`config.mk`:
```
export PLATFORM = sky130hd
export DESIGN_NAME = cmd_ring_consumer
export DESIGN_NICKNAME = d
export VERILOG_FILES = /design/src/rtl/cmd_ring_pkg.sv /design/src/rtl/cmd_ring_ctrl.sv /design/src/rtl/cmd_ring_datapath.sv /design/src/rtl/cmd_ring_consumer.sv
export SDC_FILE = /design/constraint.sdc
export NUM_CORES = 1
export LEC_CHECK = 0
export BUFFER_PORTS_ARGS = -buffer_cell sky130_fd_sc_hd__buf_2
export CORE_MARGIN = 2
export CORE_UTILIZATION = 38
export DETAILED_ROUTE_END_ITERATION = 8
export GPL_TIMING_DRIVEN = 0
export MAX_ROUTING_LAYER = met4
export PLACE_DENSITY_LB_ADDON = 0.1
export SLEW_MARGIN = 5
export SYNTH_ARGS = -nofsm -noshare
export SYNTH_HDL_FRONTEND = slang
export SYNTH_SLANG_ARGS = --single-unit
```
`constraint.sdc`:
```
create_clock -name clk -period 3.95 [get_ports clk]
set_input_delay 0.1975 -clock clk [delete_from_list [all_inputs] [get_ports clk]]
set_output_delay 0.1975 -clock clk [all_outputs]
set_load 0.02 [all_outputs]
```
`src/rtl/cmd_ring_pkg.sv`:
```
package cmd_ring_pkg;

  localparam logic [7:0] OP_PREFETCH   = 8'h01;
  localparam logic [7:0] OP_INV_ENTRY  = 8'h03;
  localparam logic [7:0] OP_INV_ALL    = 8'h04;
  localparam logic [7:0] OP_INV_CTX    = 8'h05;
  localparam logic [7:0] OP_INV_ALLCTX = 8'h06;
  localparam logic [7:0] OP_TLB_ASID   = 8'h11;
  localparam logic [7:0] OP_TLB_EL2    = 8'h20;
  localparam logic [7:0] OP_TLB_NS     = 8'h30;
  localparam logic [7:0] OP_SYNC       = 8'h46;

  localparam logic [1:0] REG_CTRL = 2'd0;
  localparam logic [1:0] REG_PROD = 2'd1;
  localparam logic [1:0] REG_BASE = 2'd2;
  localparam logic [1:0] REG_SIZE = 2'd3;
  localparam int         ENABLE_BIT = 3;

  typedef enum logic [1:0] {OPK_BAD, OPK_NOP, OPK_INVAL, OPK_SYNC} opKind_e;

  typedef struct packed {
    logic issueRd;
    logic retire;
    logic countInval;
    logic syncHit;
    logic markErr;
  } ctrlStrobe_t;

  function automatic opKind_e classifyOp(input logic [7:0] op);
    opKind_e k;
    case (op)
      OP_PREFETCH:                      k = OPK_NOP;
      OP_INV_ENTRY, OP_INV_ALL,
      OP_INV_CTX, OP_INV_ALLCTX,
      OP_TLB_ASID, OP_TLB_EL2, OP_TLB_NS: k = OPK_INVAL;
      OP_SYNC:                          k = OPK_SYNC;
      default:                          k = OPK_BAD;
    endcase
    return k;
  endfunction

endpackage

```
`src/rtl/cmd_ring_ctrl.sv`:
```
module cmd_ring_ctrl
  import cmd_ring_pkg::*;
(
  input  logic        clk,
  input  logic        rst_n,
  input  logic        qEnable,
  input  logic        errFlag,
  input  logic        haveWork,
  input  logic        flushed,
  input  logic [7:0]  opcode,
  output ctrlStrobe_t strobe
);

  typedef enum logic {ST_IDLE, ST_DECODE} state_e;
  state_e state, stateNext;
  opKind_e kind;

  always_comb begin
    strobe    = '0;
    stateNext = state;
    kind      = classifyOp(opcode);
    case (state)
      ST_IDLE: begin
        if (qEnable && !errFlag && haveWork) begin
          strobe.issueRd = 1'b1;
          stateNext      = ST_DECODE;
        end
      end
      ST_DECODE: begin
        stateNext = ST_IDLE;
        if (!flushed) begin
          case (kind)
            OPK_BAD:   strobe.markErr = 1'b1;
            OPK_NOP:   strobe.retire  = 1'b1;
            OPK_INVAL: begin
              strobe.retire     = 1'b1;
              strobe.countInval = 1'b1;
            end
            OPK_SYNC: begin
              strobe.retire  = 1'b1;
              strobe.syncHit = 1'b1;
            end
            default:   strobe.markErr = 1'b1;
          endcase
        end
      end
      default: stateNext = ST_IDLE;
    endcase
  end

  always_ff @(posedge clk or negedge rst_n) begin
    if (!rst_n) state <= ST_IDLE;
    else        state <= stateNext;
  end


  retire_after_fetch_chk: assert property (@(posedge clk) disable iff (!rst_n)
    (strobe.retire || strobe.markErr) |-> $past(strobe.issueRd))
    else $error("retire without a preceding fetch");


  one_outcome_chk: assert property (@(posedge clk) disable iff (!rst_n)
    $onehot0({strobe.countInval, strobe.syncHit, strobe.markErr}))
    else $error("more than one decode outcome");

endmodule

```
`src/rtl/cmd_ring_datapath.sv`:
```
module cmd_ring_datapath
  import cmd_ring_pkg::*;
#(
  parameter int MEM_AW = 6,
  parameter int IDX_W  = 4,
  parameter int CNT_W  = 16,
  parameter int REG_W  = 32,
  localparam int PTR_W = IDX_W + 1,
  localparam int LOG_W = $clog2(IDX_W + 1)
) (
  input  logic              clk,
  input  logic              rst_n,
  input  logic              regWrEn,
  input  logic [1:0]        regAddr,
  input  logic [REG_W-1:0]  regWrData,
  input  ctrlStrobe_t       strobe,
  output logic              qEnable,
  output logic              errFlag,
  output logic              haveWork,
  output logic              flushed,
  output logic [MEM_AW-1:0] memRdAddr,
  output logic [PTR_W-1:0]  consPtr,
  output logic [CNT_W-1:0]  invalCnt,
  output logic              syncDone
);

  logic [PTR_W-1:0]  prodPtr;
  logic [MEM_AW-1:0] baseAddr;
  logic [LOG_W-1:0]  logSize;
  logic [PTR_W-1:0]  wrapBit, ptrMask, idxMask;
  logic [PTR_W-1:0]  newProd, curDist, newDist;
  logic              ctrlWr, prodWr, baseWr, sizeWr, prodOk;
  logic              unusedWr;

  assign unusedWr = ^regWrData;

  assign wrapBit = PTR_W'(1) << logSize;
  assign ptrMask = PTR_W'((wrapBit << 1) - PTR_W'(1));
  assign idxMask = wrapBit - PTR_W'(1);

  assign ctrlWr = regWrEn && (regAddr == REG_CTRL);
  assign prodWr = regWrEn && (regAddr == REG_PROD);
  assign baseWr = regWrEn && (regAddr == REG_BASE);
  assign sizeWr = regWrEn && (regAddr == REG_SIZE) && (regWrData <= REG_W'(IDX_W));

  assign newProd = regWrData[PTR_W-1:0] & ptrMask;
  assign curDist = (prodPtr - consPtr) & ptrMask;
  assign newDist = (newProd - consPtr) & ptrMask;
  assign prodOk  = (newDist >= curDist) && (newDist <= wrapBit);

  assign haveWork  = (prodPtr != consPtr);
  assign memRdAddr = baseAddr + MEM_AW'(consPtr & idxMask);

  always_ff @(posedge clk or negedge rst_n) begin
    if (!rst_n) begin
      qEnable  <= 1'b0;
      errFlag  <= 1'b0;
      flushed  <= 1'b0;
      prodPtr  <= '0;
      consPtr  <= '0;
      baseAddr <= '0;
      logSize  <= LOG_W'(IDX_W);
      invalCnt <= '0;
      syncDone <= 1'b0;
    end else begin
      flushed  <= 1'b0;
      syncDone <= strobe.syncHit;
      if (ctrlWr) begin
        qEnable <= regWrData[ENABLE_BIT];
        if (!regWrData[ENABLE_BIT]) errFlag <= 1'b0;
      end
      if (baseWr)            baseAddr <= regWrData[MEM_AW-1:0];
      if (prodWr && prodOk)  prodPtr  <= newProd;
      if (strobe.retire)     consPtr  <= (consPtr + PTR_W'(1)) & ptrMask;
      if (strobe.markErr)    errFlag  <= 1'b1;
      if (strobe.countInval) invalCnt <= invalCnt + CNT_W'(1);
      if (sizeWr) begin
        logSize <= regWrData[LOG_W-1:0];
        prodPtr <= '0;
        consPtr <= '0;
        errFlag <= 1'b0;
        flushed <= 1'b1;
      end
    end
  end


  occupancy_bound_chk: assert property (@(posedge clk) disable iff (!rst_n)
    curDist <= wrapBit)
    else $error("ring occupancy above its size");


  retire_nonempty_chk: assert property (@(posedge clk) disable iff (!rst_n)
    strobe.retire |-> (prodPtr != consPtr))
    else $error("retire on an empty ring");


  err_holds_cons_chk: assert property (@(posedge clk) disable iff (!rst_n)
    (errFlag && $past(errFlag)) |-> $stable(consPtr))
    else $error("consumer moved while halted");


  sync_single_pulse_chk: assert property (@(posedge clk) disable iff (!rst_n)
    syncDone |=> !syncDone)
    else $error("sync pulse longer than a cycle");

endmodule

```
`src/rtl/cmd_ring_consumer.sv`:
```
module cmd_ring_consumer
  import cmd_ring_pkg::*;
#(
  parameter int MEM_AW = 6,
  parameter int IDX_W  = 4,
  parameter int WORD_W = 64,
  parameter int CNT_W  = 16,
  parameter int REG_W  = 32,
  localparam int PTR_W = IDX_W + 1,
  localparam int CMD_W = 2 * WORD_W
) (
  input  logic              clk,
  input  logic              rst_n,
  input  logic              regWrEn,
  input  logic [1:0]        regAddr,
  input  logic [REG_W-1:0]  regWrData,
  output logic              memRdEn,
  output logic [MEM_AW-1:0] memRdAddr,
  input  logic [CMD_W-1:0]  memRdData,
  output logic [PTR_W-1:0]  consPtr,
  output logic              cmdErr,
  output logic [CNT_W-1:0]  invalCount,
  output logic              syncDone
);

  ctrlStrobe_t strobe;
  logic        qEnable, haveWork, flushed;
  logic        unusedCmdBits;

  assign unusedCmdBits = ^memRdData[CMD_W-1:8];
  assign memRdEn       = strobe.issueRd;

  cmd_ring_ctrl u_ctrl (
    .clk      (clk),
    .rst_n    (rst_n),
    .qEnable  (qEnable),
    .errFlag  (cmdErr),
    .haveWork (haveWork),
    .flushed  (flushed),
    .opcode   (memRdData[7:0]),
    .strobe   (strobe)
  );

  cmd_ring_datapath #(
    .MEM_AW (MEM_AW),
    .IDX_W  (IDX_W),
    .CNT_W  (CNT_W),
    .REG_W  (REG_W)
  ) u_dp (
    .clk       (clk),
    .rst_n     (rst_n),
    .regWrEn   (regWrEn),
    .regAddr   (regAddr),
    .regWrData (regWrData),
    .strobe    (strobe),
    .qEnable   (qEnable),
    .errFlag   (cmdErr),
    .haveWork  (haveWork),
    .flushed   (flushed),
    .memRdAddr (memRdAddr),
    .consPtr   (consPtr),
    .invalCnt  (invalCount),
    .syncDone  (syncDone)
  );

endmodule

```
# After elaboration in Yosys (flattened, before gate mapping)
# Cells that the tools add are included.
[totals] reg_bits=40 in_bits=165 output_inout_bits=30 word_cells=81
[op_classes] add_sub_neg=7 n_lt_le_gt_ge=3 n_eq_ne=17 shifts=1 muxes=19 n_bitwise=6 reduce_logical=18
[ops] operator="32-bit by 3-bit less-or-equal comparator with 1-bit output, second input constant" count=1
[ops] operator="5-bit AND" count=5
[ops] operator="8-bit by 3-bit == test with 1-bit output, second input constant" count=3
[ops] operator="5-bit two-way mux" count=4
[ops] operator="16-bit by 1-bit adder with 16-bit output, second input constant" count=1
[ops] operator="8-bit by 6-bit == test with 1-bit output, second input constant" count=2
[ops] operator="1-bit two-way mux" count=11
[ops] operator="5-bit by 1-bit subtractor with 5-bit output, second input constant" count=2
[ops] operator="5-bit subtractor" count=2
[ops] operator="1-bit logical AND" count=9
[ops] operator="2-bit == test, second input constant" count=4
[ops] operator="8-bit by 1-bit == test with 1-bit output, second input constant" count=1
[ops] operator="8-bit by 2-bit == test with 1-bit output, second input constant" count=1
[ops] operator="8-bit by 5-bit == test with 1-bit output, second input constant" count=1
[ops] operator="8-bit by 7-bit == test with 1-bit output, second input constant" count=1
[ops] operator="4-bit two-way mux" count=2
[ops] operator="7-bit OR reduction" count=1
[ops] operator="6-bit adder" count=1
[ops] operator="2-bit one-hot mux with 3 select lines" count=1
[ops] operator="5-bit by 1-bit adder with 5-bit output, second input constant" count=1
[ops] operator="5-bit greater-or-equal comparator" count=1
[ops] operator="5-bit less-or-equal comparator" count=1
[ops] operator="5-bit inequality test" count=1
[ops] operator="1-bit by 3-bit left shift with 5-bit output, first input constant" count=1
[ops] operator="other kinds (10)" count=13

# Logic depth before layout (Yosys ltp)
# Gate-level depths: netlist (run 1).
[depth] ltp_word=10 mapped_depth=14 ltp_nobuf=13

# Hierarchy
# Synthesis (run 1) repeated with hierarchy kept, for this count alone.
[hier_totals] cells_unflattened=283 area_unflattened_um2=2795.2
[by_module_without_submodules] module="cmd_ring_datapath" instances=1 cells_per_inst=260 area_each_um2=2593.7 seq_area_each_um2=977.2
[by_module_without_submodules] module="cmd_ring_ctrl" instances=1 cells_per_inst=23 area_each_um2=201.4 seq_area_each_um2=25.0

# Least setup slack after synthesis (run 1)
# Ideal clock, no wire load.
[synth_timing] path_kind="register to register" startpoint="register u_dp.logSize[0]" endpoint="register u_dp.prodPtr[1]" setup_time_ns=0.125 arrival_ns=3.614 required_ns=3.825 setup_slack_ns=0.211 stages_incl_launch_ff=14 path_buffers=1 synth_period_minus_slack_ns=3.739 path_cell_list="dfrtp_1 clkbuf_1 nor3_1 nor2b_1 fa_1 a21o_1 a21oi_1 xnor2_1 and2_1 ha_1 and4_1 a21oi_1 a2111oi_2 mux2_2"
[synth_via] elab_chain_len=9 word_cells_on_any_way=13 cone_classes="add/sub (2); order compare (2); shift (1); mux (2); bitwise (3); reduce/logical (3)"
[synth_rtl] element="start: declaration" line="cmd_ring_datapath.sv:29" rtl="logic [LOG_W-1:0] logSize;"
[synth_rtl] element="start signal: assignment" line="cmd_ring_datapath.sv:62" rtl="logSize <= LOG_W'(IDX_W);"
[synth_rtl] element="start signal: assignment" line="cmd_ring_datapath.sv:78" rtl="logSize <= regWrData[LOG_W-1:0];"
[synth_rtl] element="1-bit by 3-bit left shift with 5-bit output (*)" line="cmd_ring_datapath.sv:37" rtl="assign wrapBit = PTR_W'(1) << logSize;"
[synth_rtl] element="5-bit by 1-bit subtractor with 5-bit output" line="cmd_ring_datapath.sv:38" rtl="assign ptrMask = PTR_W'((wrapBit << 1) - PTR_W'(1));"
[synth_rtl] element="5-bit AND" line="cmd_ring_datapath.sv:46" rtl="assign newProd = regWrData[PTR_W-1:0] & ptrMask;"
[synth_rtl] element="5-bit subtractor" line="cmd_ring_datapath.sv:48" rtl="assign newDist = (newProd - consPtr) & ptrMask;"
[synth_rtl] element="5-bit AND" line="cmd_ring_datapath.sv:48"
[synth_rtl] element="5-bit greater-or-equal comparator or 5-bit less-or-equal comparator (tied branches)" line="cmd_ring_datapath.sv:49" rtl="assign prodOk = (newDist >= curDist) && (newDist <= wrapBit);"
[synth_rtl] element="1-bit logical AND" line="cmd_ring_datapath.sv:49"
[synth_rtl] element="1-bit logical AND" line="cmd_ring_datapath.sv:73" rtl="if (prodWr && prodOk) prodPtr <= newProd;"
[synth_rtl] element="2-bit nonzero test (no line)"
[synth_rtl] element="end signal: assignment" line="cmd_ring_datapath.sv:73"
[synth_rtl] element="end: declaration" line="cmd_ring_datapath.sv:27" rtl="logic [PTR_W-1:0] prodPtr;"
# Every way passes the cells marked *; elsewhere a longest branch is shown, timed or not. The select of a mux whose other input is x is not followed.
# A chain may end at the register's enable or synchronous reset.

# Final worst setup path (run 1)
[layout_timing] startpoint="register u_dp.logSize[0]" endpoint="register u_dp.prodPtr[2]"
# Same word-level chain as after synthesis.

==> reports/metrics.csv, run 1 <==
stage,metric,value,unit
yosys,Post-synth EDFFs,0,
clock_network,CTS Root Cell,clkbuf_8,
timing,FMAX,268,MHz
worst_setup_path,required time of the worst setup path,4.14,ns
clock_network,Clock Sinks,40,
flow_run,maxcap violations,0,
die,core box area,7250,µm²
finish,Inserted Diodes,0,
yosys,mapped cell area,2840,µm²
worst_setup_path,CP dominant cell by count,a21oi_1,
worst_setup_path,Crit Path Class,register to register,
place,Placer Congestion,0.813,
die,Std-Cell Rows,31,
power,Leak,1.69,nW
clock_network,worst skew pair latency,0.30,ns
timing,slew at the pin closest to its max-slew limit,0.921,ns
finish,Area Growth Syn to Fin,23.1,%
worst_setup_path,Reg2Reg Depth,14,
place,I/O Buffers,74,
worst_hold_path,Worst Hold Class,input pin to asynchronous set/reset pin,
routing,Avg WL per Cell,14.2,µm
routing,DRT Pass-1 Iters,4,
timing,period utilisation layout,94.3,%
timing,RSZ-0062 raised after global routing,false,
yosys,Mapped Cells,304,
timing,fin crit period,3.73,ns
grt,largest net degree at the start of global routing,41,
routing,antenna-violating nets left,0,
grt,total grt overflow,0,
routing,DR vias/cell,5.02,
timing,worst clock skew,0.00654,ns
grt,initial antenna violation count,0,
die,Die Area,8170,µm²
yosys,syn nets,497,
outcome,status,completed,
worst_setup_path,Levels on crit path,14,
place,placed cells,477,
routing,Initial DRC Count,114,
die,Die Wd,90.4,µm
worst_setup_path,Critical Path Start Type,register,
worst_setup_path,Crit path max-delay family,simple AND/OR/NAND/NOR gates,
place,Area after DPL,3330,µm²
worst_setup_path,crit path DAT,3.91,ns
finish,Filler cells,720,
clock_network,CTS tree,yes,
timing,Setup-failing EPs final,0,
routing,routed wire length,6920,µm
clock_network,Num CTS Buffers,5,
routing,Remaining DRCs,0,
finish,final std cells w/o fill,488,
worst_setup_path,"Critical Path, Cell by Cell","clkbuf_1, nor3_4, nor2b_1, fa_1, a21o_1, a21oi_1, xnor2_1, and2_1, ha_1, and4_1, a21oi_1, a2111oi_4, buf_4, mux2_2",
power,P per Cell Area,350,nW/µm²
clock_network,clock buffer depth,2,
worst_setup_path,Critical Path End Type,register,
finish,Layout Nets,581,
yosys,synthesized area per cell,9.33,µm²
grt,GRT Resource Usage Total,18.0,%
finish,FF/Latch Area,1000,µm²
finish,footprint of the multi-input gates,1740,µm²
grt,vias in the first global route,2346,
yosys,sequential share of the synthesized area,35.3,%
yosys,Synth Flop Type,dfrtp_1,
finish,fraction of layout cells with a size suffix above 1,26.0,%
clock_network,# H-tree levels,2,
die,I/O Pins,195,
grt,first-pass GRT wire length,11500,µm
power,final total power,1.22,mW
timing,"Hold Vio Cnt, Final",0,
yosys,Netlist cell types,47,
worst_setup_path,CP max stage delay,0.45,ns
place,DP HPWL,5480,µm
routing,via count,2452,
yosys,Yosys reg bits,40,
clock_network,clock slew at reported path FFs,0.09,ns
timing,fin. max-slew vios,0,
timing,Slew headroom,38.6,%
worst_setup_path,CP bufs+invs,2,
worst_setup_path,critical path peak fanout,8,
yosys,asr flop ratio synth,100,%
power,Worst VDD drop,149,µV
die,Die Y,90.4,µm
die,initial core utilization,39.1,%
timing,setup TNS,0,ns
worst_setup_path,slowest CP cell,fa_1,
finish,fin area,3490,µm²
yosys,Yosys warning count,0,
-- cells in the final DEF (no fill, tap or decap), drive strengths merged, types with 2 or more instances in the layout --
cell,Yosys,layout
o21ai,16,16
and2,4,4
and4,4,4
nand4,12,12
and3,8,8
xnor2,24,24
ha,25,25
nand2b,2,2
fa,3,3
nor4,8,8
a21o,8,8
nor3,3,3
nand3,9,9
clkbuf,7,12
mux2i,6,6
nor2,19,19
dfrtp,39,39
nand3b,2,2
nor4b,3,3
a21oi,14,14
mux2,9,9
nor2b,9,9
xor2,3,3
nor3b,4,4
inv,21,22
buf,1,78
nand2,23,23
-- state kept, by name, indices dropped and copies added (netlist names), 3 cells and up --
signal         flops
u_dp.baseAddr      6
u_dp.consPtr       5
u_dp.invalCnt     16
u_dp.logSize       3
u_dp.prodPtr       5
-- cells by family after synthesis --
kind of cell    after synthesis  synth area share, %
mux                          15                 5.69
xor+xnor                     27                 8.33
simple gates                116                 22.6
buf+inv                      30                 4.10
fa+ha+maj                    28                 13.1
flops                        40                 35.3
compound gates               48                 10.8
-- metrics by stage --
stage / setup slack [ns] / util [%] / hold slack [ns]
CTS: 0.131 / 48.0 / 0.0603
detailed placement: -0.576 / 45.9 / 0.389
global route: 0.00119 / 48.2 / 0.112
global placement: -0.668 / 45.9 / 0.395
finish: 0.225 / 48.2 / 0.0228
floorplan: 0.211 / - / -0.0981
-- Yosys cell counts, types with 9 or more instances --
library cell | count | area (µm²)
a21oi_1 | 14 | 70.1
dfrtp_1 | 39 | 976
ha_1 | 25 | 313
inv_1 | 21 | 78.8
mux2_2 | 9 | 101
nand2_1 | 23 | 86.3
nand3_1 | 9 | 45.0
nand4_1 | 12 | 75.1
nor2_1 | 19 | 71.3
nor2b_1 | 9 | 56.3
o21ai_0 | 15 | 75.1
xnor2_1 | 24 | 210
-- final timing paths --
kind | from | to | slack, ns
worst max register to register | u_dp.logSize[0] | u_dp.prodPtr[2] | 0.22
max in group asynchronous | rst_n | u_dp.invalCnt[1] | 3.34
min in group clk | regWrData[2] | u_dp.logSize[2] | 0.14
worst min-delay path | rst_n | u_dp.prodPtr[1] | 0.02
worst min register to register | u_ctrl.state | u_ctrl.state | 0.45
worst max-delay path | u_dp.logSize[0] | u_dp.prodPtr[2] | 0.22
-- routing by layer --
| metal | up-vias | wire length [µm] | GRT usage (%) |
|---|---|---|---|
| li1 | 1247 | - | - |
| met5 | - | 0 | - |
| met1 | 1130 | 3370 | 24.6 |
| met3 | 6 | 339 | 3.09 |
| met2 | 69 | 3150 | 28.4 |
| met4 | 0 | 61 | 3.85 |
-- report_power, final --
part / internal [mW] / switching [mW]
sequential: 0.445 / 0.0342
combinational: 0.171 / 0.223
clock: 0.190 / 0.158
-- area by class of cell --
| class | count | share of cell area [%] |
|---|---|---|
| Inverter | 22 | 2.36 |
| Buffer | 8 | 0.967 |
| Timing Repair Buffer | 77 | 11.2 |
| Clock inverter | 3 | 1.33 |
| Tap cell | 99 | 3.55 |
| Sequential cell | 40 | 28.7 |
| Clock buffer | 5 | 1.97 |
| Multi-Input combinational cell | 234 | 49.9 |
-- what timing repair did --
item / CTS / global route
endpoints found under the setup margin: 5 / 5
hold buffers: 0 / 0
setup buffers: 2 / 1
pin swaps: 1 / 1
gates resized for setup: 2 / 1
No activity file was read; power rests on OpenSTA's default activity.
==> inputs of run 2 (changes only) <==
- ABC_AREA: default -> 1
- CORE_MARGIN: 2 -> default
- CORE_UTILIZATION: 38 -> 40
- CTS_BUF_LIST: default -> sky130_fd_sc_hd__clkbuf_4
==> reports/metrics.csv, run 2 <==
stage,metric,value,unit
place,I/O Buffers,74,
routing,Avg WL per Cell,12.2,µm
timing,FMAX,283,MHz
die,Die Wd,90.2,µm
power,sw frac,43.8,%
yosys,syn nets,614,
flow_run,maxcap violations,0,
finish,most frequent cells in the layout,"100 x nand2_1, 74 x buf_2, 57 x nor2_1",
grt,vias in the first global route,2711,
finish,FF/Latch Area,1000,µm²
timing,fin. max-slew vios,0,
worst_hold_path,Worst Hold Class,input pin to register,
clock_network,post-CTS setup buffers,0,
power,Pint,858,µW
yosys,Yosys warning count,0,
yosys,Mapped Cells,421,
clock_network,worst skew pair latency,0.36,ns
yosys,Post-synth EDFFs,0,
clock_network,Num CTS Buffers,5,
yosys,Yosys reg bits,40,
place,DP HPWL,5910,µm
worst_setup_path,Critical Path Start Type,register,
clock_network,clock slew at reported path FFs,0.12,ns
timing,slew at the pin closest to its max-slew limit,0.924,ns
finish,Area Growth Syn to Fin,17.9,%
die,Std-Cell Rows,31,
clock_network,CTS Root Cell,clkbuf_4,
worst_setup_path,Critical Path End Type,register,
routing,Initial DRC Count,109,
yosys,sequential share of the synthesized area,32.2,%
place,Placer Congestion,0.848,
timing,fin crit period,3.53,ns
place,Area after DPL,3610,µm²
worst_setup_path,Reg2Reg Depth,19,
grt,largest net degree at the start of global routing,41,
worst_hold_path,WHS Path Cells,2,
clock_network,# H-tree levels,2,
yosys,commonest cells in the netlist,"100 x nand2_1, 58 x nor2_1, 54 x inv_1",
power,combinational power share,48.7,%
finish,final core occ,49.8,%
power,P per Cell Area,416,nW/µm²
yosys,top-count cell post-synth,nand2_1,
worst_setup_path,Crit Path Class,register to register,
yosys,Synth Flop Type,dfrtp_1,
clock_network,clock buffer depth,2,
place,placed cells,594,
die,initial core utilization,42.2,%
finish,fraction of layout cells with a size suffix above 1,22.9,%
routing,routed wire length,7360,µm
timing,Slew headroom,38.4,%
grt,first-pass GRT wire length,12500,µm
finish,footprint of the multi-input gates,1860,µm²
power,NetSw,668,µW
finish,"leading cell type in the layout, fill and taps excluded",nand2_1,
finish,Largest Register,u_dp.invalCnt,
routing,via count,2956,
timing,worst clock skew,0.0178,ns
outcome,status,completed,
grt,total grt overflow,0,
finish,Layout Nets,696,
worst_setup_path,Critical path origin,u_dp.logSize[1],
worst_setup_path,crit path DAT,3.77,ns
timing,RSZ-0062 raised after global routing,false,
routing,antenna-violating nets left,0,
power,Flop pwr share,37.5,%
yosys,synthesized area per cell,7.39,µm²
worst_setup_path,R2R Setup Slk,0.42,ns
worst_setup_path,worst r2r src,u_dp.logSize[1],
die,Die Area,8140,µm²
finish,Inserted Diodes,0,
power,Leak,1.95,nW
yosys,Netlist cell types,31,
die,Die Y,90.2,µm
yosys,post-synth top area cell,dfrtp_1,
die,core box area,7370,µm²
clock_network,CTS tree,yes,
routing,Remaining DRCs,0,
timing,Setup-failing EPs final,0,
grt,GRT Resource Usage Total,19.6,%
finish,top flop regs,"u_dp.invalCnt (16), u_dp.baseAddr (6)",
die,I/O Pins,195,
routing,DR vias/cell,4.91,
finish,max reg flops,16,
timing,Min Hold Slack,0.0776,ns
power,Worst VDD drop,249,µV
grt,initial antenna violation count,0,
clock_network,Clock Sinks,40,
yosys,Synth top area share,31.4,%
yosys,Area contributors post-synth,"dfrtp_1 31%, nand2_1 12%, ha_1 10%",
finish,final std cells w/o fill,602,
timing,period utilisation layout,89.4,%
routing,DRT Pass-1 Iters,4,
finish,Filler cells,753,
timing,"Hold Vio Cnt, Final",0,
power,Clock power frac,13.8,%
worst_setup_path,critical path peak fanout,6,
worst_hold_path,hold path start,regWrData[5],
timing,setup TNS,0,ns
yosys,asr flop ratio synth,100,%
yosys,mapped cell area,3110,µm²
worst_setup_path,required time of the worst setup path,4.19,ns
finish,fin area,3670,µm²
-- run 2: cell types whose count changed in the layout (fill, tap and decap cells not counted), sizes merged, moves of 7 or more --
cell,previous run,this run
nor2b,9,0
mux2,9,2
a21o,8,1
inv,22,55
nand2,23,105
nor2,19,63
xor2,3,15
and3,8,0
xnor2,24,8
o21ai,16,31
nand3,9,33
-- run 2: worst paths after layout --
check	endpoint
max reg2reg	u_dp.prodPtr[0]
max in group asynchronous	u_dp.prodPtr[3]
max	u_dp.prodPtr[0]
min in group asynchronous	u_dp.syncDone
min reg2reg	u_ctrl.state
min	u_dp.baseAddr[5]
-- run 2: worst max-delay path, cell delays in order (launching register included) --
cell and delay [ns]:
dfrtp_1 0.44, nor2_1 0.31, inv_1 0.16, nor2_2 0.23
nor2_1 0.14, fa_1 0.44, nand2_1 0.08, nand2_1 0.05
a21oi_1 0.15, xor2_1 0.17, nor2_1 0.08, ha_1 0.31
nand2_1 0.09, nor2_1 0.06, nand2_1 0.06, nand3_1 0.07
nand2_1 0.18, nand3_1 0.21, nand3_1 0.14, nand2_1 0.05
-- run 2: what timing repair did --
action | 4_1_cts | 5_1_grt
resized for setup | 0 | 1
hold buffers | 1 | 0
endpoints found under the setup margin | 0 | 5
hold endpoints to repair | 21 | 0
-- run 2: metal layers --
layer | wire, µm | share of wire (%) | track usage, % | up-vias
li1 | - | - | - | 1523
met3 | 404 | 5.5 | 3.55 | 13
met1 | 3430 | 47 | 24.7 | 1331
met2 | 3410 | 46 | 32.4 | 89
met5 | 0 | 0 | - | -
met4 | 114 | 1.5 | 5.24 | 0
-- run 2: kinds of logic (layout without fill, tap and decap cells) --
logic type	after synthesis	count (layout)	synth area share [%]
AOI/OAI and AO/OA	53	53	10.5
muxes	2	2	0.724
buffers and inverters	59	141	8.08
adders and majority gates	28	28	12.0
DFF	40	40	32.2
xor gates and xnor gates	23	23	6.47
and+or+nand+nor	216	216	30.0
-- run 2: power by group through the flow --
| stage | Combinational [mW] | Clock [mW] | Sequential (mW) |
|---|---|---|---|
| after floorplan | 0.475 | 0 | 0.622 |
| final | 0.743 | 0.210 | 0.573 |
| after CTS | 0.748 | 0.221 | 0.573 |
| after detailed placement | 0.742 | 0 | 0.581 |
| after global routing | 0.841 | 0.235 | 0.586 |
| after global placement | 0.722 | 0 | 0.581 |
-- run 2: area by class of cell --
type	instances	share of cell area [%]
Timing Repair Buffer	75	10.4
Inverter	55	5.63
Buffer	4	1.23
Tap cell	99	3.38
Sequential cell	40	27.3
Clock inverter	1	0.136
Clock buffer	6	1.23
Multi-Input combinational cell	322	50.7
-- run 2: stage by stage --
step / total power [mW] / setup slack, ns
6_report: 1.53 / 0.420
2_1_floorplan: 1.10 / 0.971
3_3_place_gp: 1.30 / 0.421
4_1_cts: 1.54 / 0.329
3_5_place_dp: 1.32 / 0.373
5_1_grt: 1.66 / 0.0318
